**src/rtl/trc_pkg.sv**
```systemverilog
package trc_pkg;
  // Strobes from the control decision logic into the datapath
  typedef struct packed {
    logic launch;  // accept the detected trigger into the start delay line
    logic flush;   // drop every in-flight start and issue a core reset
  } trc_ctl_t;
endpackage

```
**src/rtl/trc_control.sv**
```systemverilog
module trc_control
  import trc_pkg::*;
#(
  parameter int NUM_CORES = 2
) (
  input  logic                 clk,
  input  logic                 rst_n,
  input  logic                 trigRise,
  input  logic                 rstNow,
  input  logic                 rstBlock,
  input  logic                 pending,
  input  logic [NUM_CORES-1:0] coreBusy,
  input  logic [NUM_CORES-1:0] coreEnable,
  output trc_ctl_t             ctl
);
  logic anyBusy;

  always_comb begin
    anyBusy    = |(coreBusy & coreEnable);
    ctl.launch = trigRise & ~rstBlock & ~pending & ~anyBusy;
    ctl.flush  = rstNow;
  end

  // a rising request edge can never be detected on two consecutive cycles
  a_r7_no_back_to_back: assert property (@(posedge clk) disable iff (!rst_n)
    ctl.launch |=> !ctl.launch);
endmodule

```
**src/rtl/trc_datapath.sv**
```systemverilog
module trc_datapath
  import trc_pkg::*;
#(
  parameter int NUM_CORES    = 2,
  parameter int TRIG_LATENCY = 7,
  parameter int SYNC_STAGES  = 2
) (
  input  logic                 clk,
  input  logic                 rst_n,
  input  logic                 hwTrigN,
  input  logic                 hwResetN,
  input  logic                 swStart,
  input  logic                 swStop,
  input  logic [NUM_CORES-1:0] coreEnable,
  input  trc_ctl_t             ctl,
  output logic                 trigRise,
  output logic                 rstNow,
  output logic                 rstBlock,
  output logic                 pending,
  output logic [NUM_CORES-1:0] coreStart,
  output logic [NUM_CORES-1:0] coreReset
);
  localparam int DLY  = TRIG_LATENCY - SYNC_STAGES;
  localparam int HIST = SYNC_STAGES - 1;

  logic [SYNC_STAGES-1:0] trigSync;
  logic                   trigPrev;
  logic                   rstReqQ;
  logic [HIST-1:0]        rstHist;
  logic [DLY-1:0]         dly;
  logic                   fire;

  // Request synchronisers: trigger takes SYNC_STAGES flops, stop takes one
  always_ff @(posedge clk or negedge rst_n) begin
    if (!rst_n) begin
      trigSync <= '0;
      trigPrev <= 1'b0;
      rstReqQ  <= 1'b0;
    end else begin
      trigSync <= {trigSync[SYNC_STAGES-2:0], (~hwTrigN | swStart)};
      trigPrev <= trigSync[SYNC_STAGES-1];
      rstReqQ  <= ~hwResetN | swStop;
    end
  end

  // Stop history spanning the trigger synchroniser depth
  generate
    if (HIST == 1) begin : g_hist1
      always_ff @(posedge clk or negedge rst_n) begin
        if (!rst_n) rstHist <= '0;
        else        rstHist <= rstReqQ;
      end
    end else begin : g_histN
      always_ff @(posedge clk or negedge rst_n) begin
        if (!rst_n) rstHist <= '0;
        else        rstHist <= {rstHist[HIST-2:0], rstReqQ};
      end
    end
  endgenerate

  // Start delay line
  generate
    if (DLY == 1) begin : g_dly1
      always_ff @(posedge clk or negedge rst_n) begin
        if (!rst_n)         dly <= '0;
        else if (ctl.flush) dly <= '0;
        else                dly <= ctl.launch;
      end
    end else begin : g_dlyN
      always_ff @(posedge clk or negedge rst_n) begin
        if (!rst_n)         dly <= '0;
        else if (ctl.flush) dly <= '0;
        else                dly <= {dly[DLY-2:0], ctl.launch};
      end
    end
  endgenerate

  always_comb begin
    trigRise = trigSync[SYNC_STAGES-1] & ~trigPrev;
    rstNow   = rstReqQ;
    rstBlock = rstReqQ | (|rstHist);
    pending  = |dly;
    fire     = dly[DLY-1];
  end

  // Output strobes
  always_ff @(posedge clk or negedge rst_n) begin
    if (!rst_n) begin
      coreStart <= '0;
      coreReset <= '0;
    end else begin
      coreStart <= (fire && !ctl.flush) ? coreEnable : '0;
      coreReset <= ctl.flush ? '1 : '0;
    end
  end

  // start and reset strobes never coincide
  a_r10_no_overlap: assert property (@(posedge clk) disable iff (!rst_n)
    !((|coreStart) && (|coreReset)));
  // a synchronised stop request gives a full reset on the next cycle
  a_r4_reset_follows: assert property (@(posedge clk) disable iff (!rst_n)
    rstReqQ |=> (&coreReset));
  // a start only leaves the end of the delay line
  a_r3_start_from_pipe: assert property (@(posedge clk) disable iff (!rst_n)
    (|coreStart) |-> $past(fire));
  // a start strobe lasts a single cycle
  a_r3_start_once: assert property (@(posedge clk) disable iff (!rst_n)
    (|coreStart) |=> (coreStart == '0));
endmodule

```
**src/rtl/trig_rst_ctrl.sv**
```systemverilog
module trig_rst_ctrl
  import trc_pkg::*;
#(
  parameter int NUM_CORES    = 2,
  parameter int TRIG_LATENCY = 7,  // must be at least SYNC_STAGES + 1
  parameter int SYNC_STAGES  = 2   // must be at least 2
) (
  input  logic                 clk,
  input  logic                 rst_n,
  input  logic                 hwTrigN,
  input  logic                 hwResetN,
  input  logic                 swStart,
  input  logic                 swStop,
  input  logic [NUM_CORES-1:0] coreEnable,
  input  logic [NUM_CORES-1:0] coreBusy,
  output logic [NUM_CORES-1:0] coreStart,
  output logic [NUM_CORES-1:0] coreReset
);
  trc_ctl_t ctl;
  logic     trigRise;
  logic     rstNow;
  logic     rstBlock;
  logic     pending;

  trc_datapath #(
    .NUM_CORES   (NUM_CORES),
    .TRIG_LATENCY(TRIG_LATENCY),
    .SYNC_STAGES (SYNC_STAGES)
  ) dp_i (
    .clk       (clk),
    .rst_n     (rst_n),
    .hwTrigN   (hwTrigN),
    .hwResetN  (hwResetN),
    .swStart   (swStart),
    .swStop    (swStop),
    .coreEnable(coreEnable),
    .ctl       (ctl),
    .trigRise  (trigRise),
    .rstNow    (rstNow),
    .rstBlock  (rstBlock),
    .pending   (pending),
    .coreStart (coreStart),
    .coreReset (coreReset)
  );

  trc_control #(
    .NUM_CORES(NUM_CORES)
  ) ctl_i (
    .clk       (clk),
    .rst_n     (rst_n),
    .trigRise  (trigRise),
    .rstNow    (rstNow),
    .rstBlock  (rstBlock),
    .pending   (pending),
    .coreBusy  (coreBusy),
    .coreEnable(coreEnable),
    .ctl       (ctl)
  );

  // a pending start always blocks a new launch
  a_r9_pending_blocks: assert property (@(posedge clk) disable iff (!rst_n)
    ctl.launch |=> pending);
endmodule

```
**config.mk**
```make
export PLATFORM = sky130hd
export DESIGN_NAME = trig_rst_ctrl
export DESIGN_NICKNAME = d
export VERILOG_FILES = /design/src/rtl/trc_pkg.sv /design/src/rtl/trc_control.sv /design/src/rtl/trc_datapath.sv /design/src/rtl/trig_rst_ctrl.sv
export SDC_FILE = /design/constraint.sdc
export NUM_CORES = 1
export LEC_CHECK = 0
export BUFFER_PORTS_ARGS = -buffer_cell sky130_fd_sc_hd__buf_2
export CORE_AREA = 2 2 39 41
export DETAILED_ROUTE_END_ITERATION = 16
export DIE_AREA = 0 0 41 43
export SYNTH_ARGS = -nofsm -noshare
export SYNTH_HDL_FRONTEND = slang
export SYNTH_SLANG_ARGS = --single-unit
export TNS_END_PERCENT = 50
```
**constraint.sdc**
```tcl
create_clock -name clk -period 1 [get_ports clk]
set_input_delay 0.05 -clock clk [delete_from_list [all_inputs] [get_ports clk]]
set_output_delay 0.05 -clock clk [all_outputs]
set_load 0.01 [all_outputs]
```
==> metrics.yaml, run 1 <==
sta:
  hold_viol_final: 0
  clock.fmax_mhz: 1108
  grt_setup_unrepaired: "no"
  maxSlewViolCount: 0
  fin_crit_sh: 0.9022
  finalSetupViolCount: 0
  worst_slew_pin_slew_ps: 268.7
  relSlewSlack: 0.8208
  fin_skew_ps: 5.396
  tns_ps: 0
  fin_crit_ps: 902.2
synthesis:
  synth_cell_types: 10
  synth_area_leaders: "dfrtp_1, and2b_2, and3b_2, buf_4, nand2b_1"
  netlist_area_um2: 416.7
  ys_seq_elements: 12
  yosysTopAreaCell: "dfrtp_1"
  synth_top_family_by_area: "simple AND/OR/NAND/NOR gates"
  synth-xor-area-share: 0
  synthAdderAreaFrac: 0
  netlist_instances: 27
  syn_area_per_cell_um2: 15.43
  synthMuxAreaShare: 0
  yosys.area_share.simple: 0.2252
  synth_fp_nets: 37
  yosys.area.top_type_share: 0.7207
  yosysSeqAreaShare: 0.7207
  synth_compound_area_frac: 0.01802
  yosysWarnings: 0
setup_path:
  end_kind: "register"
  cp_slowest_cell: "dfrtp_1"
  worstSetupPathType: "register to register"
  crit_path_start_kind: "register"
  r2r-start: "dp_i.rstNow"
  slowest_delay_ps: 380
  r2r_slack_ps: 100
  critPathMaxFanout: 2
  crit_chain: "nor4b_1 -> and4_1"
  r2r_end: "dp_i.dly[0]"
  worstRegToRegCells: 2
  worstPathArrival_ps: 1100
  cp.required_ps: 1200
hold_path:
  holdPathEnd: "dp_i.coreStart[1]"
  hp-class: "input pin to register"
  holdPathStages: 2
  hp-start: "coreEnable[1]"
job:
  drv_cap: 0
routing:
  vias: 266
  wl_per_cell_um: 10.60
  firstDrtPassIters: 1
  wl_met1_um: 286
  ant_nets: 0
  routed_via_density: 4.222
  highest-signal-layer: "met3"
  route.detailed.drc: 0
  route.met3.wl_um: 41
  finalWirelength_um: 668
  drt_iter0_markers: 0
  wl_met2_um: 340
pwr:
  ir_worst_vdd_mv: 0.5196
  power_density_nw_per_um2: 1468
  p_leak_nw: 0.2935
  total_power_mw: 0.8322
die:
  io_pins: 14
  num_rows: 14
  dieHeight_um: 43
  die-area_um2: 1763
  core_um2: 1384
  die_w_um: 41
  start_util: 0.3011
finish:
  multi_input_area_um2: 101.3
  diodes: 0
  drive_gt1_frac: 0.4894
  syn_to_final_growth_pct: 36.04
  n_fill_cell: 136
  nNetsFinal: 59
  register_area_um2: 300.3
grt:
  grt_max_degree: 13
  grt_pass1_wl_um: 1145
  gr-total-overflow: 0
  antenna_found_initial: 0
  grt_usage: 0.1045
  grt_pass1_vias: 311
clock_tree:
  cts_setup_buffers: 0
  clkLatencyLatePin_ps: 260
  clk_pin_slew_ps: 70
  cts_resized: 0
  cts_htree_levels: 1
  cts_hold_buf: 5
  cts_sinks: 12
  clockBufferDepth: 2
  cts_buffers: 3
  tritoncts: "done"
  clock_tree.root_cell: "clkbuf_4"
placed_design:
  gp_congestion: 0.6458
  port_buffers: 13
run_status:
  outcome: "finished, final reports clean"
==> flip-flops by register name, summed over array words and instances (netlist names) <==
register / count
dp_i.dly: 5
dp_i.coreStart: 2
dp_i.trigSync: 2
dp_i.coreReset: 1
dp_i.rstNow: 1
dp_i.trigPrev: 1
==> routing by layer <==
metal | vias to the layer above | global-route usage
li1 | 130 | -
met1 | 126 | 0.1031
met2 | 10 | 0.1594
met3 | 0 | 0.04712
met4 | 0 | 0.08000
met5 | - | 0
==> area by class of cell <==
class	count	area share
multi-input combinational	13	0.1788
timing repair buffer	19	0.2163
tap	16	0.03532
sequential	12	0.5298
clock buffer	3	0.03974
==> power breakdown <==
group	total (mW)	switching [mW]	internal (mW)
logic	0.0615	0.0245	0.0370
clock network	0.271	0.132	0.139
registers	0.500	0.00438	0.496
total	0.832	0.161	0.671
==> critical path: cells and delay by family (launching register included) <==
kind / cells / cell delay (ps)
and+or+nand+nor: 2 / 470
DFF: 1 / 380
==> worst max-delay path by stage <==
stage,startpoint,endpoint,slack [ps],cells past startpoint
after floorplan,dp_i.rstNow,dp_i.dly[0],80,2
after global placement,dp_i.dly[0],dp_i.dly[0],110,2
after detailed placement,dp_i.rstNow,dp_i.dly[0],100,2
after CTS,dp_i.rstNow,dp_i.dly[0],90,2
after global routing,dp_i.coreReset[0],dp_i.dly[0],30,2
final,dp_i.rstNow,dp_i.dly[0],100,2
==> Yosys cell counts <==
cell	count
nand2_1	1
and2b_2	4
nand2b_1	2
and4_1	1
a211oi_1	1
dfrtp_1	12
buf_4	2
nor4b_1	1
and3b_2	2
nor3_1	1
==> cells by family after synthesis <==
family / after synthesis
flip-flops: 12
AND/OR/NAND/NOR: 12
buffers and inverters: 2
AO/OA/AOI/OAI: 1
==> cells in the final DEF (no fill, tap or decap) <==
cell type / synthesis / layout
a211oi_1: 1 / 1
and2b_2: 4 / 4
and3b_2: 2 / 2
and4_1: 1 / 1
buf_2: 0 / 13
buf_4: 2 / 1
clkbuf_4: 0 / 3
dfrtp_1: 12 / 12
dlygate4sd3_1: 0 / 5
nand2_1: 1 / 1
nand2b_1: 2 / 2
nor3_1: 1 / 1
nor4b_1: 1 / 1
==> metrics by stage <==
step	hold slack (ps)	instances	util	area, um^2	setup slack [ps]
floorplan	-245.6	27	-	416.7	81.96
global placement	-63.74	55	0.3571	494.2	107.3
detailed placement	-60.16	55	0.3571	494.2	97.49
CTS	61.01	63	0.4096	566.8	87.24
global route	65.69	63	0.4096	566.8	33.48
finish	70.55	63	0.4096	566.8	97.82
Note: power is estimated with default switching activity, not from simulation.
==> inputs of run 2 (changes only) <==
--- a/config.mk
+++ b/config.mk
@@ -11,2 +11,3 @@
 export DIE_AREA = 0 0 41 43
+export HOLD_SLACK_MARGIN = 0.1
 export SYNTH_ARGS = -nofsm -noshare
==> constraint.sdc (replaced) <==
create_clock -name clk -period 1.1 [get_ports clk]
set_input_delay 0.055 -clock clk [delete_from_list [all_inputs] [get_ports clk]]
set_output_delay 0.055 -clock clk [all_outputs]
set_load 0.05 [all_outputs]
==> metrics.yaml, run 2 (synthesis gave the netlist of run 1 again) <==
run_status:
  outcome: "finished, final reports clean"  # unchanged
clock_tree:
  cts_htree_levels: 1  # unchanged
  cts_buffers: 3  # unchanged
  cts_sinks: 12  # unchanged
  clock_tree.root_cell: "clkbuf_4"  # unchanged
  clockBufferDepth: 2  # unchanged
  clkLatencyLatePin_ps: 260  # about the same
  clk_pin_slew_ps: 70  # about the same
  tritoncts: "done"  # unchanged
hold_path:
  hp-start: "coreBusy[1]"  # was coreEnable[1]
  hp-class: "input pin to register"  # unchanged
  holdPathEnd: "dp_i.dly[0]"  # was dp_i.coreStart[1]
  holdPathStages: 3  # was 2
placed_design:
  dpl_worst_slack_ps: 171.5  # was 97.49 ps
  dpl.hpwl_um: 499.8
  gp_congestion: 0.6458  # unchanged
  port_buffers: 13  # unchanged
routing:
  firstDrtPassIters: 1  # unchanged
  vias: 279  # was 266
  finalWirelength_um: 699  # was 668 um
  route.detailed.drc: 0  # unchanged
  ant_nets: 0  # unchanged
  routed_via_density: 4.164  # was 4.222
  drt_iter0_markers: 0  # unchanged
  wl_per_cell_um: 10.43  # was 10.60 um
pwr:
  p_seq_frac: 0.526  # was 0.601
  ir_worst_vdd_mv: 0.6301  # was 0.5196 mV
  comb_power_share: 0.088  # was 0.074
  clockPowerShare: 0.387  # was 0.325
  power_density_nw_per_um2: 1416  # was 1468 nW/um^2
  switching_power_mw: 0.1729  # was 0.1608 mW
  p_leak_nw: 0.3133  # was 0.2935 nW
  switching_share: 0.2000  # was 0.1932
  p_int_mw: 0.6918  # was 0.6714 mW
setup_path:
  worstPathArrival_ps: 1160  # was 1100 ps
  r2r_end: "dp_i.dly[0]"  # unchanged
  crit_path_start_kind: "input pin"  # was register
  critical_path.top_delay_family: "buffers and inverters"  # was simple AND/OR/NAND/NOR gates
  slowest_delay_ps: 530  # was 380 ps
  critPathMaxFanout: 2  # unchanged
  cp_slowest_cell: "dlygate4sd3_1"  # was dfrtp_1
  end_kind: "register"  # unchanged
  cp.buffers_inverters: 2  # was 0
  crit_chain: "dlygate4sd3_1 -> buf_2 -> a211oi_1 -> and4_1"  # was nor4b_1 -> and4_1
  r2r_slack_ps: 180  # was 100 ps
  worstSetupPathType: "input pin to register"  # was register to register
  worstRegToRegCells: 2  # unchanged
  r2r-start: "dp_i.rstNow"  # unchanged
  cp.required_ps: 1300  # was 1200 ps
job:
  drv_cap: 0  # unchanged
finish:
  top_regs: "dp_i.dly (5), dp_i.coreStart (2), dp_i.trigSync (2)"  # unchanged
  diodes: 0  # unchanged
  nNetsFinal: 62  # was 59
  final_cell_mix: "buf_2, dfrtp_1, dlygate4sd3_1"  # unchanged
  largest_reg_flops: 5  # unchanged
  n_fill_cell: 134  # was 136
  drive_gt1_frac: 0.4706  # was 0.4894
  top_register: "dp_i.dly"  # unchanged
  syn_to_final_growth_pct: 46.55  # was 36.04%
  layout_commonest_cell: "buf_2"  # unchanged
sta:
  setup_slack_ps: 146.6  # was 97.82 ps
  hold_viol_final: 0  # unchanged
  fin_crit_sh: 0.8667
  tns_ps: 0  # unchanged
  clock.fmax_mhz: 1049
  fin_skew_ps: 0.7555  # was 5.396 ps
  fin_hold_ws_ps: 127.2  # was 70.55 ps
  grt_setup_unrepaired: "no"  # unchanged
  relSlewSlack: 0.8266  # was 0.8208
  finalSetupViolCount: 0  # unchanged
  maxSlewViolCount: 0  # unchanged
  fin_crit_ps: 953.4
  worst_slew_pin_slew_ps: 260.1  # was 268.7 ps
die:
  core_um2: 1384  # unchanged
  die_w_um: 41  # unchanged
  start_util: 0.3011  # unchanged
  die-area_um2: 1763  # unchanged
  dieHeight_um: 43  # unchanged
  num_rows: 14  # unchanged
  io_pins: 14  # unchanged
grt:
  grt_max_degree: 13  # unchanged
  antenna_found_initial: 0  # unchanged
  grt_pass1_vias: 292  # was 311
  grt_pass1_wl_um: 1145  # unchanged
  grt_usage: 0.1035  # was 0.1045
  gr-total-overflow: 0  # unchanged
## run 2: changes by cell type in the layout (fill, tap and decap cells not counted)
cell	before	now
clkbuf_8	0	1
dlygate4sd3_1	5	8
## run 2: cell type report
| cell class | instances | area [um^2] | share of cell area |
|---|---|---|---|
| Multi-Input combinational cell | 13 | 101.3 | 0.1660 |
| Clock buffer | 4 | 36.28 | 0.05943 |
| Timing Repair Buffer | 22 | 152.6 | 0.2500 |
| Tap cell | 16 | 20.02 | 0.03279 |
| Sequential cell | 12 | 300.3 | 0.4918 |
## run 2: worst min-delay path: stages
cell      delay (ps)
buf_2             80
a211oi_1          60
and4_1           160
## run 2: worst max path at each step
stage | cells after the start | from | to
after global routing | 1 | dp_i.coreReset[0] | coreReset[0]
after global placement | 2 | dp_i.dly[0] | dp_i.dly[0]
after detailed placement | 2 | dp_i.coreReset[0] | dp_i.dly[0]
after floorplan | 2 | dp_i.rstNow | dp_i.dly[0]
after CTS | 1 | dp_i.coreReset[0] | coreReset[0]
final | 4 | coreEnable[1] | dp_i.dly[0]
## run 2: layer usage
layer	GRT usage	wire [um]
met1	0.1134	288
met2	0.1563	358
met3	0.03141	44
met4	0.08000	8
met5	0	0
## run 2: metrics by stage
stage | instance area [um^2] | power (mW) | instances | util
floorplan | 416.7 | 0.4907 | 27 | -
global placement | 494.2 | 0.5179 | 55 | 0.3571
detailed placement | 494.2 | 0.5187 | 55 | 0.3571
CTS | 610.6 | 0.8834 | 67 | 0.4412
global route | 610.6 | 0.9126 | 67 | 0.4412
finish | 610.6 | 0.8647 | 67 | 0.4412
## run 2: power groups by stage
stage	Combinational, mW	Clock [mW]	Sequential (mW)
after CTS	0.0773	0.352	0.455
after floorplan	0.0270	0	0.464
after global placement	0.0552	0	0.463
after detailed placement	0.0553	0	0.463
after global routing	0.0835	0.374	0.456
final	0.0759	0.334	0.455
## run 2: what timing repair did
item / in CTS / in global routing
setup endpoints to repair: 0 / 0
resized for setup: 0 / 0
buffers inserted: 0 / 0
hold buffers: 8 / 0
hold endpoints to repair: 17 / 0
